$ cat config.mk
export PLATFORM = sky130hd
export DESIGN_NAME = frame_pulse_gen
export DESIGN_NICKNAME = d
export VERILOG_FILES = /design/src/rtl/fpg_pkg.sv /design/src/rtl/fpg_ctrl.sv /design/src/rtl/fpg_datapath.sv /design/src/rtl/frame_pulse_gen.sv
export SDC_FILE = /design/constraint.sdc
export NUM_CORES = 1
export LEC_CHECK = 0
export ABC_CLOCK_PERIOD_IN_PS = 7950
export BUFFER_PORTS_ARGS = -buffer_cell sky130_fd_sc_hd__clkbuf_2
export CAP_MARGIN = 40
export CORE_MARGIN = 3
export CORE_UTILIZATION = 45
export DETAILED_ROUTE_END_ITERATION = 10
export HOLD_SLACK_MARGIN = 0.08
export SLEW_MARGIN = 25
export SYNTH_ARGS = -nofsm -noshare
export SYNTH_HDL_FRONTEND = slang
export SYNTH_HIERARCHICAL = 1
export SYNTH_SLANG_ARGS = --single-unit
$ cat constraint.sdc
create_clock -name clk -period 7.95 [get_ports clk]
set_input_delay 2.385 -clock clk [delete_from_list [all_inputs] [get_ports clk]]
set_output_delay 2.385 -clock clk [all_outputs]
set_load 0.05 [all_outputs]
$ cat src/rtl/fpg_pkg.sv
package fpg_pkg;

  // Strobes from control to datapath
  typedef struct packed {
    logic advance;  // a selected counting tick occurred
    logic restart;  // zero the counters and apply the held configuration
  } fpgStrobe_t;

  // Register addresses of the configuration port
  typedef enum logic [1:0] {
    ADDR_PPL = 2'd0,
    ADDR_LPF = 2'd1,
    ADDR_SEL = 2'd2,
    ADDR_REF = 2'd3
  } cfgAddr_t;

endpackage

$ cat src/rtl/fpg_ctrl.sv
module fpg_ctrl
  import fpg_pkg::*;
#(
  parameter int CNT_W = 16
) (
  input  logic             clk,
  input  logic             rst_n,
  input  logic             cfgWrEn,
  input  logic [1:0]       cfgAddr,
  input  logic [CNT_W-1:0] cfgWrData,
  input  logic             sdTick,
  input  logic             hdTick,
  input  logic             refLine,
  input  logic             activeValid,
  input  logic             activeSel,
  input  logic             atEnd,
  output logic [CNT_W-1:0] heldPpl,
  output logic [CNT_W-1:0] heldLpf,
  output logic             heldSel,
  output fpgStrobe_t       strobe
);

  logic [CNT_W-1:0] heldRef;
  logic [CNT_W-1:0] refCnt;
  logic             refPending;
  logic             refEnabled;
  logic             refWrap;
  logic             tickSel;

  // Held configuration registers
  always_ff @(posedge clk) begin
    if (!rst_n) begin
      heldPpl <= '0;
      heldLpf <= '0;
      heldSel <= 1'b0;
      heldRef <= '0;
    end else if (cfgWrEn) begin
      case (cfgAddr)
        ADDR_PPL: heldPpl <= cfgWrData;
        ADDR_LPF: heldLpf <= cfgWrData;
        ADDR_SEL: heldSel <= cfgWrData[0];
        ADDR_REF: heldRef <= cfgWrData;
        default:  ;
      endcase
    end
  end

  // Reference frame counter
  assign refEnabled = (heldRef != '0);
  assign refWrap    = refLine && refEnabled && (refCnt >= heldRef - CNT_W'(1));

  always_ff @(posedge clk) begin
    if (!rst_n || !refEnabled) begin
      refCnt <= '0;
    end else if (refWrap) begin
      refCnt <= '0;
    end else if (refLine) begin
      refCnt <= refCnt + CNT_W'(1);
    end
  end

  // Clock enable choice
  assign tickSel = activeSel ? hdTick : sdTick;

  // Frame boundary decision
  always_comb begin
    strobe.advance = tickSel;
    strobe.restart = !activeValid || (tickSel && (atEnd || refPending));
  end

  always_ff @(posedge clk) begin
    if (!rst_n) begin
      refPending <= 1'b0;
    end else if (refWrap) begin
      refPending <= 1'b1;
    end else if (strobe.restart) begin
      refPending <= 1'b0;
    end
  end

endmodule

$ cat src/rtl/fpg_datapath.sv
module fpg_datapath
  import fpg_pkg::*;
#(
  parameter int CNT_W = 16
) (
  input  logic             clk,
  input  logic             rst_n,
  input  fpgStrobe_t       strobe,
  input  logic [CNT_W-1:0] heldPpl,
  input  logic [CNT_W-1:0] heldLpf,
  input  logic             heldSel,
  output logic             frameOut,
  output logic             atEnd,
  output logic             activeValid,
  output logic             activeSel
);

  logic [CNT_W-1:0] actPpl;
  logic [CNT_W-1:0] actLpf;
  logic [CNT_W-1:0] pix;
  logic [CNT_W-1:0] line;
  logic             pixLast;

  assign activeValid = (actPpl != '0) && (actLpf != '0);
  assign pixLast     = (pix == actPpl - CNT_W'(1));
  assign atEnd       = activeValid && pixLast && (line == actLpf - CNT_W'(1));
  assign frameOut    = activeValid && (line == '0);

  always_ff @(posedge clk) begin
    if (!rst_n) begin
      actPpl    <= '0;
      actLpf    <= '0;
      activeSel <= 1'b0;
      pix       <= '0;
      line      <= '0;
    end else if (strobe.restart) begin
      actPpl    <= heldPpl;
      actLpf    <= heldLpf;
      activeSel <= heldSel;
      pix       <= '0;
      line      <= '0;
    end else if (strobe.advance && activeValid) begin
      if (pixLast) begin
        pix  <= '0;
        line <= line + CNT_W'(1);
      end else begin
        pix <= pix + CNT_W'(1);
      end
    end
  end

  // counters stay inside the applied limits
  p_pix_range_r3: assert property (@(posedge clk) disable iff (!rst_n)
    activeValid |-> (pix < actPpl));
  p_line_range_r3: assert property (@(posedge clk) disable iff (!rst_n)
    activeValid |-> (line < actLpf));

  // with no strobe, no counting
  p_hold_without_tick_r2: assert property (@(posedge clk) disable iff (!rst_n)
    !(strobe.advance || strobe.restart) |=> ($stable(pix) && $stable(line)));

  // applied configuration changes only on restart
  p_cfg_at_boundary_r6: assert property (@(posedge clk) disable iff (!rst_n)
    !strobe.restart |=> ($stable(actPpl) && $stable(actLpf) && $stable(activeSel)));

  // a pulse starts only at pixel 0 of line 0
  p_rise_at_origin_r4: assert property (@(posedge clk) disable iff (!rst_n)
    $rose(frameOut) |-> (pix == '0 && line == '0));

endmodule

$ cat src/rtl/frame_pulse_gen.sv
module frame_pulse_gen
  import fpg_pkg::*;
#(
  parameter int CNT_W = 16
) (
  input  logic             clk,
  input  logic             rst_n,
  input  logic             sdTick,
  input  logic             hdTick,
  input  logic             cfgWrEn,
  input  logic [1:0]       cfgAddr,
  input  logic [CNT_W-1:0] cfgWrData,
  input  logic             refLine,
  output logic             frameOut
);

  fpgStrobe_t       strobe;
  logic [CNT_W-1:0] heldPpl;
  logic [CNT_W-1:0] heldLpf;
  logic             heldSel;
  logic             activeValid;
  logic             activeSel;
  logic             atEnd;

  fpg_ctrl #(.CNT_W(CNT_W)) i_ctrl (
    .clk        (clk),
    .rst_n      (rst_n),
    .cfgWrEn    (cfgWrEn),
    .cfgAddr    (cfgAddr),
    .cfgWrData  (cfgWrData),
    .sdTick     (sdTick),
    .hdTick     (hdTick),
    .refLine    (refLine),
    .activeValid(activeValid),
    .activeSel  (activeSel),
    .atEnd      (atEnd),
    .heldPpl    (heldPpl),
    .heldLpf    (heldLpf),
    .heldSel    (heldSel),
    .strobe     (strobe)
  );

  fpg_datapath #(.CNT_W(CNT_W)) i_datapath (
    .clk        (clk),
    .rst_n      (rst_n),
    .strobe     (strobe),
    .heldPpl    (heldPpl),
    .heldLpf    (heldLpf),
    .heldSel    (heldSel),
    .frameOut   (frameOut),
    .atEnd      (atEnd),
    .activeValid(activeValid),
    .activeSel  (activeSel)
  );

endmodule

==> results by group, run 1 <==
Clocking
  – Cts repair resizes: 0
  – Cts hold-fix bufs: 0
  – TritonCTS Buffers: 17
  – Total clock sinks: 131
  – H-Tree Depth: 4
  – Root buffer cell: clkbuf_16
  – Worst-Skew Late Latency: between 0.4 and 0.5 ns
  – Clock transition at path regs: 0.06 ns
  – Post-CTS setup buffer count: 0
  – TritonCTS clock tree: built
  – CTS max path bufs: 2

Timing
  – Fin crit share: ~64%
  – Setup_tns: 0 ns
  – Slew Limit Headroom: 42.4%
  – Tightest Pin Transition: between 0.8 and 0.9 ns
  – Skew final: 0.0101 ns
  – Number of max-slew violations in the final report: 0
  – Tmin final: 5.13 ns
  – RSZ-0062 raised after global routing: no
  – Hold WS: ~0.46 ns
  – Max frequency: just under 200 MHz
  – Final setup vio count: 0
  – Final WS setup: 2.82 ns
  – Fin. Hold Viols: 0

Critical path
  – Critical Path RT: roughly 5.6 ns
  – FF-to-FF End: i_datapath/line[11]
  – Crit Path Class: flop to primary output
  – Critical path capture point type: primary output
  – Worst R2R Setup Slack: ~3.5 ns
  – Reg2reg path depth: 14
  – Worst Setup Start Kind: flop
  – Worst-path maximum fanout: 6
  – Worst R2R Start: i_datapath/actPpl[0]
  – Arr. time, crit path: ~2.7 ns
  – Critical path, cell by cell: inv_1 -> ha_1 -> nor4b_1 -> and4_2 -> a31oi_1 -> and4_1 -> clkbuf_2
  – CP max stage cell: nor4b_1
  – Max stage delay on crit path: around 0.64 ns

Floorplanning
  – Row cnt: 46
  – Die Area: between 15000 and 20000 um2
  – Die height: about 130 um
  – Die Wd: approximately 130 um
  – Starting Density: a little under half
  – Area of the core: about 16000 um2
  – # IOs: 25

Synth
  – Cell Area, Synth: ~7500 um2
  – Cell accounting for the most synthesized area: dfxtp_1
  – Register area share after synthesis: a little over a third
  – Distinct cells, synth: 66
  – Flops & latches, synth: 131
  – Post-Synthesis Net Count: 935
  – Synth async-reset ratio: 0%
  – EDFF count, synth: 0
  – Syn avg cell area: about 8.4 um2
  – Syn Inst Count: between 800 and 900
  – Top post-synthesis cells by area: dfxtp_1 35%, nand2_1 7.1%, xnor2_1 5.3%, mux2i_1 5.0%, a21boi_0 4.8%
  – Yosys top cell area share: between 30% and 40%
  – YS warnings: 6
  – Most used DFF post-synth: dfxtp_1

Global routing
  – Initial antenna violation count: 0
  – Number of global-route vias before repair: approximately 5700
  – First-pass GRT wire length: slightly below 30000 um
  – Tot GR Track Use: 20.0%
  – Total grt overflow: 0
  – Largest net degree at the start of global routing: 46

Routing
  – First-pass iteration count of the detailed router: 6
  – Vias: 6104
  – Iter 0 DRT Violations: around 530
  – Routed vias/inst: ~5.5
  – Post-route ant nets: 0
  – # DRC: 0
  – Routed len/inst: roughly 16 um
  – Drt total wl: between 15000 and 20000 um

Placement
  – GPL Wtd Cong: approximately 0.9
  – Buffers on Ports: 24
  – Post-detail-place hpwl: between 10000 and 15000 um
  – Post-placement cell count: around 1100
  – DP Worst Slack: 3.09 ns

Hold path
  – Hold endpoint: i_ctrl/heldPpl[4]
  – Hold path cells: 2
  – Hold Crit Class: flop to flop
  – Hold Path Origin: i_ctrl/heldPpl[4]

Layout
  – Final Util: about 52%
  – Antenna Cells: 0
  – Area growth syn-to-layout: 11.9%
  – Fin cells: 1118
  – NumNets Final: about 940
  – Layout cells sized above 1: a little under a tenth

Run status
  – Status: complete, no violations

Pwr
  – Leakage: ~3.3 nW
  – Worst IR Drop VDD: 0.163 mV
  – Pwr Density: between 200 and 250 nW/um2

Run
  – Max-Cap Viols: 0
-- kinds of logic (layout without fill, tap and decap cells) --
group	count (synthesis)	in the layout	synth area share (%)
flip-flops	131	131	35.1
buffers and inverters	61	75	4.12
AND/OR/NAND/NOR	422	422	30.1
AO/OA/AOI/OAI	134	134	12.5
XOR/XNOR	79	79	9.26
multiplexers	38	38	5.11
adder cells (fa/ha/maj)	23	23	3.85
-- critical path: cells and delay by family (launching register included) --
family	cells	cell delay, ns
AOI/OAI and AO/OA	1	0.12
adders and majority gates	1	0.25
buffers and inverters	2	0.30
DFF	1	0.35
and+or+nand+nor	3	1.30
-- cell type report --
type	instances	area (um2)
Clock buffer	17	425
Clock inverter	15	277
Fill cell	1543	7700
Inverter	15	56.3
Multi-Input combinational cell	696	4550
Sequential cell	131	2620
Tap cell	216	270
Timing Repair Buffer	28	163
-- per-layer routing --
layer | track usage (%) | up-vias | routed length (um) | share of wire (%)
li1 | - | 3130 | - | -
met1 | 28.8 | 2862 | 8900 | 51
met2 | 29.7 | 99 | 7710 | 44
met3 | 5.14 | 13 | 768 | 4.4
met4 | 5.20 | 0 | 159 | 0.91
met5 | 0 | - | 0 | 0
-- synth_stat cells, drive strengths merged, types with 15 or more instances --
| master | number |
|---|---|
| xnor2 | 45 |
| mux2i | 37 |
| xor2 | 34 |
| dfxtp | 131 |
| nor2b | 40 |
| o31ai | 15 |
| clkbuf | 32 |
| a21oi | 32 |
| nand3 | 24 |
| inv | 15 |
| ha | 23 |
| nor4 | 19 |
| a21boi | 49 |
| or4 | 17 |
| nor3 | 18 |
| nand2 | 141 |
| nor2 | 64 |
| and3 | 16 |
| nand4 | 17 |
-- worst max path at each step --
stage / from / endpoint / slack (ns) / depth (start not counted)
global placement: sdTick / i_datapath/pix[11] / 3.18 / 8
global route: i_datapath/actPpl[0] / frameOut / 2.67 / 7
finish: i_datapath/actPpl[0] / frameOut / 2.82 / 7
detailed placement: hdTick / i_datapath/pix[0] / 3.09 / 8
CTS: i_datapath/actPpl[0] / frameOut / 2.85 / 7
floorplan: hdTick / i_datapath/line[1] / 3.65 / 9
-- cell usage in the layout (no fill, tap or decap), types with 24 or more instances in the layout --
cell,netlist,routed
nor2b_1,40,40
a21oi_1,32,32
a21boi_0,48,48
nand2_1,141,140
nor2_1,64,64
mux2i_1,37,37
clkbuf_2,0,24
xnor2_1,45,45
xor2_1,34,34
dfxtp_1,131,131
-- metrics by stage --
stage	instance area, um2	power (mW)
after floorplan	7470	0.864
after global placement	7630	0.908
after detailed placement	7660	0.912
after CTS	8360	1.85
after global routing	8360	1.91
final	8360	1.83
-- sequential cells by signal (all words and copies together) (netlist names), 16 cells and up --
name and count:
i_ctrl/heldLpf 16, i_ctrl/refCnt 16, i_datapath/actLpf 16, i_datapath/pix 16, i_datapath/actPpl 16, i_datapath/line 16, i_ctrl/heldPpl 16, i_ctrl/heldRef 16
-- where the power goes --
part | internal, mW | leakage [nW] | total (mW) | switching [mW]
registers | 0.670 | 1.06 | 0.685 | 0.0149
clock network | 0.625 | 0.336 | 0.934 | 0.309
logic | 0.0883 | 1.91 | 0.214 | 0.126
Power figures use the tool's default switching activity.
==> run 2: changes to the inputs <==
--- a/config.mk
+++ b/config.mk
@@ -5,7 +5,8 @@
 export SDC_FILE = /design/constraint.sdc
 export NUM_CORES = 1
 export LEC_CHECK = 0
-export ABC_CLOCK_PERIOD_IN_PS = 7950
+export ABC_AREA = 1
+export ABC_CLOCK_PERIOD_IN_PS = 5300
 export BUFFER_PORTS_ARGS = -buffer_cell sky130_fd_sc_hd__clkbuf_2
 export CAP_MARGIN = 40
 export CORE_MARGIN = 3
==> constraint.sdc (replaced) <==
create_clock -name clk -period 5.3 [get_ports clk]
set_input_delay 1.59 -clock clk [delete_from_list [all_inputs] [get_ports clk]]
set_output_delay 1.59 -clock clk [all_outputs]
set_load 0.05 [all_outputs]
==> run 2 against run 1 <==
Global-route usage up 0.18 points. Largest cell class unchanged. Synthesized cell count up 28%. Sequential power up 72%. Largest power group is now combinational cells. Sequential cell count unchanged. Sequential share of layout area down 0.91 points. Worst setup slack worse by 1.3 ns.
==> results by group, run 2 <==
Run status
  – Status: complete, no violations (unchanged)

Global routing
  – Largest net degree at the start of global routing: 58 (was 46)
  – First-pass GRT wire length: 30700 um (was 29300 um)
  – Total grt overflow: 0 (unchanged)
  – Tot GR Track Use: 20.1% (was 20.0%)
  – Initial antenna violation count: 0 (unchanged)
  – Number of global-route vias before repair: 6140 (was 5707)

Placement
  – Post-detail-place hpwl: 14000 um (was 12500 um)
  – GPL Wtd Cong: 0.868 (was 0.880)
  – Buffers on Ports: 24 (unchanged)

Routing
  – Iter 0 DRT Violations: 498 (was 531)
  – Drt total wl: 18500 um (was 17500 um)
  – Routed len/inst: 13.4 um (was 15.7 um)
  – Vias: 6881 (was 6104)
  – # DRC: 0 (unchanged)
  – First-pass iteration count of the detailed router: 5 (was 6)
  – Post-route ant nets: 0 (unchanged)
  – Routed vias/inst: 4.99 (was 5.46)

Synth
  – Most common cell in the netlist: nand2_1 (unchanged)
  – Register area share after synthesis: 33.6% (was 35.1%)
  – EDFF count, synth: 0 (unchanged)
  – Flops & latches, synth: 131 (unchanged)
  – Most used DFF post-synth: dfxtp_1 (unchanged)
  – Top post-synthesis cells by area: dfxtp_1 34%, nand2_1 9.8%, nor2_1 9.6%, o21ai_0 6.3%, inv_1 6.0% (was dfxtp_1 35%, nand2_1 7.1%, xnor2_1 5.3%, mux2i_1 5.0%, a21boi_0 4.8%)
  – Commonest cells post-synth: 203 x nand2_1, 199 x nor2_1, 131 x dfxtp_1 (was 141 x nand2_1, 131 x dfxtp_1, 64 x nor2_1)
  – Syn avg cell area: 6.85 um2 (was 8.41 um2)
  – Distinct cells, synth: 39 (was 66)
  – Yosys top cell area share: 33.6% (was 35.1%)
  – Synth async-reset ratio: 0% (unchanged)
  – Syn Inst Count: 1138 (was 888)
  – Post-Synthesis Net Count: 1185 (was 935)
  – YS warnings: 6 (unchanged)
  – Cell Area, Synth: 7800 um2 (was 7470 um2)
  – Cell accounting for the most synthesized area: dfxtp_1 (unchanged)

Pwr
  – Total power draw: 3.85 mW (was 1.83 mW)
  – Leakage: 3.85 nW (was 3.31 nW)
  – Pwr Density: 447 nW/um2 (was 219 nW/um2)
  – Worst IR Drop VDD: 0.277 mV (was 0.163 mV)

Layout
  – Antenna Cells: 0 (unchanged)
  – Most common cell after layout, fill and taps aside: nand2_1 (unchanged)
  – Most frequent cells in the layout: 203 x nand2_1, 199 x nor2_1, 131 x dfxtp_1, 124 x inv_1, 98 x o21ai_0 (was 140 x nand2_1, 131 x dfxtp_1, 64 x nor2_1, 48 x a21boi_0, 45 x xnor2_1)
  – Fill count: 1730 (was 1543)
  – Area growth syn-to-layout: 10.4% (was 11.9%)
  – Layout cells sized above 1: 10.7% (was 9.09%)
  – NumNets Final: 1193 (was 936)

Critical path
  – Critical Path RT: 3.71 ns (was 5.57 ns)
  – Worst-path maximum fanout: 6 (unchanged)
  – Largest delay share family, worst path: simple AND/OR/NAND/NOR gates (unchanged)
  – Crit Path Class: flop to primary output (unchanged)
  – CP max stage cell: ha_1 (was nor4b_1)
  – Critical path capture point type: primary output (unchanged)
  – Worst Setup Start Kind: flop (unchanged)
  – Max stage delay on crit path: 0.34 ns (was 0.64 ns)
  – CP most frequent cell: nand2_1
  – WP buf/inv: 2 (unchanged)
  – Critical path, cell by cell: inv_2 -> ha_1 -> nand2_4 -> nor2_4 -> nand2_1 -> nor2_2 -> nand2_1 -> nand2_1 -> nor2_1 -> clkbuf_2 (was inv_1 -> ha_1 -> nor4b_1 -> and4_2 -> a31oi_1 -> and4_1 -> clkbuf_2)
  – Arr. time, crit path: 2.23 ns (was 2.74 ns)

Timing
  – Fin crit share: 72.0%
  – Max frequency: roughly 260 MHz
  – Tmin final: about 3.8 ns
  – Number of max-slew violations in the final report: 0 (unchanged)
  – Slew Limit Headroom: 50.7% (was 42.4%)
  – Fin. Hold Viols: 0 (unchanged)
  – Skew final: 0.0105 ns (was 0.0101 ns)
  – Setup_tns: 0 ns (unchanged)
  – RSZ-0062 raised after global routing: no (unchanged)
  – Final setup vio count: 0 (unchanged)
  – Tightest Pin Transition: 0.737 ns (was 0.856 ns)

Clocking
  – Cts repair resizes: 0 (unchanged)
  – Total clock sinks: 131 (unchanged)
  – Post-CTS setup buffer count: 0 (unchanged)
  – H-Tree Depth: 4 (unchanged)
  – Root buffer cell: clkbuf_16 (unchanged)
  – Clock transition at path regs: 0.07 ns (was 0.06 ns)
  – CTS max path bufs: 2 (unchanged)
  – Cts hold-fix bufs: 0 (unchanged)
  – Worst-Skew Late Latency: 0.42 ns (about the same)
  – TritonCTS clock tree: built (unchanged)
  – TritonCTS Buffers: 17 (unchanged)

Floorplanning
  – Starting Density: 46.5% (about the same)
  – Die Area: 18900 um2 (was 18200 um2)
  – Row cnt: 47 (was 46)
  – Area of the core: 16800 um2 (was 16100 um2)
  – Die Wd: 138 um (was 135 um)
  – Die height: 138 um (was 135 um)
  – # IOs: 25 (unchanged)

Hold path
  – Hold Crit Class: flop to flop (unchanged)

Run
  – Max-Cap Viols: 0 (unchanged)
-- run 2: metal layers --
layer / track usage (%) / wire length, um
met5: 0 / 0
met4: 4.71 / 263
met3: 3.73 / 618
met2: 29.5 / 7830
met1: 30.4 / 9760
-- run 2: cells by family (layout without fill, tap and decap cells) --
logic type | after synthesis | count (layout) | synth area share (%)
muxes | 3 | 3 | 0.417
and+or+nand+nor | 578 | 578 | 35.0
xor gates and xnor gates | 66 | 66 | 7.41
adders and majority gates | 23 | 23 | 3.69
DFF | 131 | 131 | 33.6
buffers and inverters | 171 | 192 | 9.06
AOI/OAI and AO/OA | 166 | 166 | 10.8
-- run 2: worst min-delay path, cell delays in order, from the launching register on --
cell and delay [ns]:
dfxtp_1 0.33, inv_1 0.05, a21oi_1 0.05
-- run 2: where the power goes --
| part | switching, mW | internal, mW | leakage (nW) | total (mW) |
|---|---|---|---|---|
| sequential | 0.105 | 1.08 | 1.07 | 1.18 |
| combinational | 1.03 | 0.470 | 2.50 | 1.50 |
| clock | 0.498 | 0.669 | 0.285 | 1.17 |
-- run 2: final timing paths --
check,start,endpoint,slack (ns),cells after the start
hold reg to reg,i_ctrl/heldSel,i_ctrl/heldSel,0.47,2
hold / removal,i_ctrl/heldSel,i_ctrl/heldSel,0.47,2
setup reg to reg,i_datapath/actPpl[0],i_datapath/actPpl[0],1.83,17
setup / recovery,i_datapath/actPpl[0],frameOut,1.48,10
-- run 2: final cells by class --
class                           count  area (um2)  area share [%]
Inverter                          132         495            5.75
Multi-Input combinational cell    836        4470            51.9
Timing Repair Buffer               28         154            1.79
Tap cell                          220         275            3.20
Sequential cell                   131        2620            30.5
Clock buffer                       17         425            4.94
Clock inverter                     15         168            1.95
-- run 2: per-stage QoR --
step                cell area, um2  cells  utilization, %  worst slack [ns]  hold WS, ns
floorplan                     7800   1138               -              2.00        0.424
global placement              8010   1346            47.8              1.77        0.456
detailed placement            8020   1347            47.8              1.65        0.465
CTS                           8610   1379            51.4              1.47        0.477
global route                  8610   1379            51.4              1.31        0.503
finish                        8610   1379            51.4              1.48        0.475
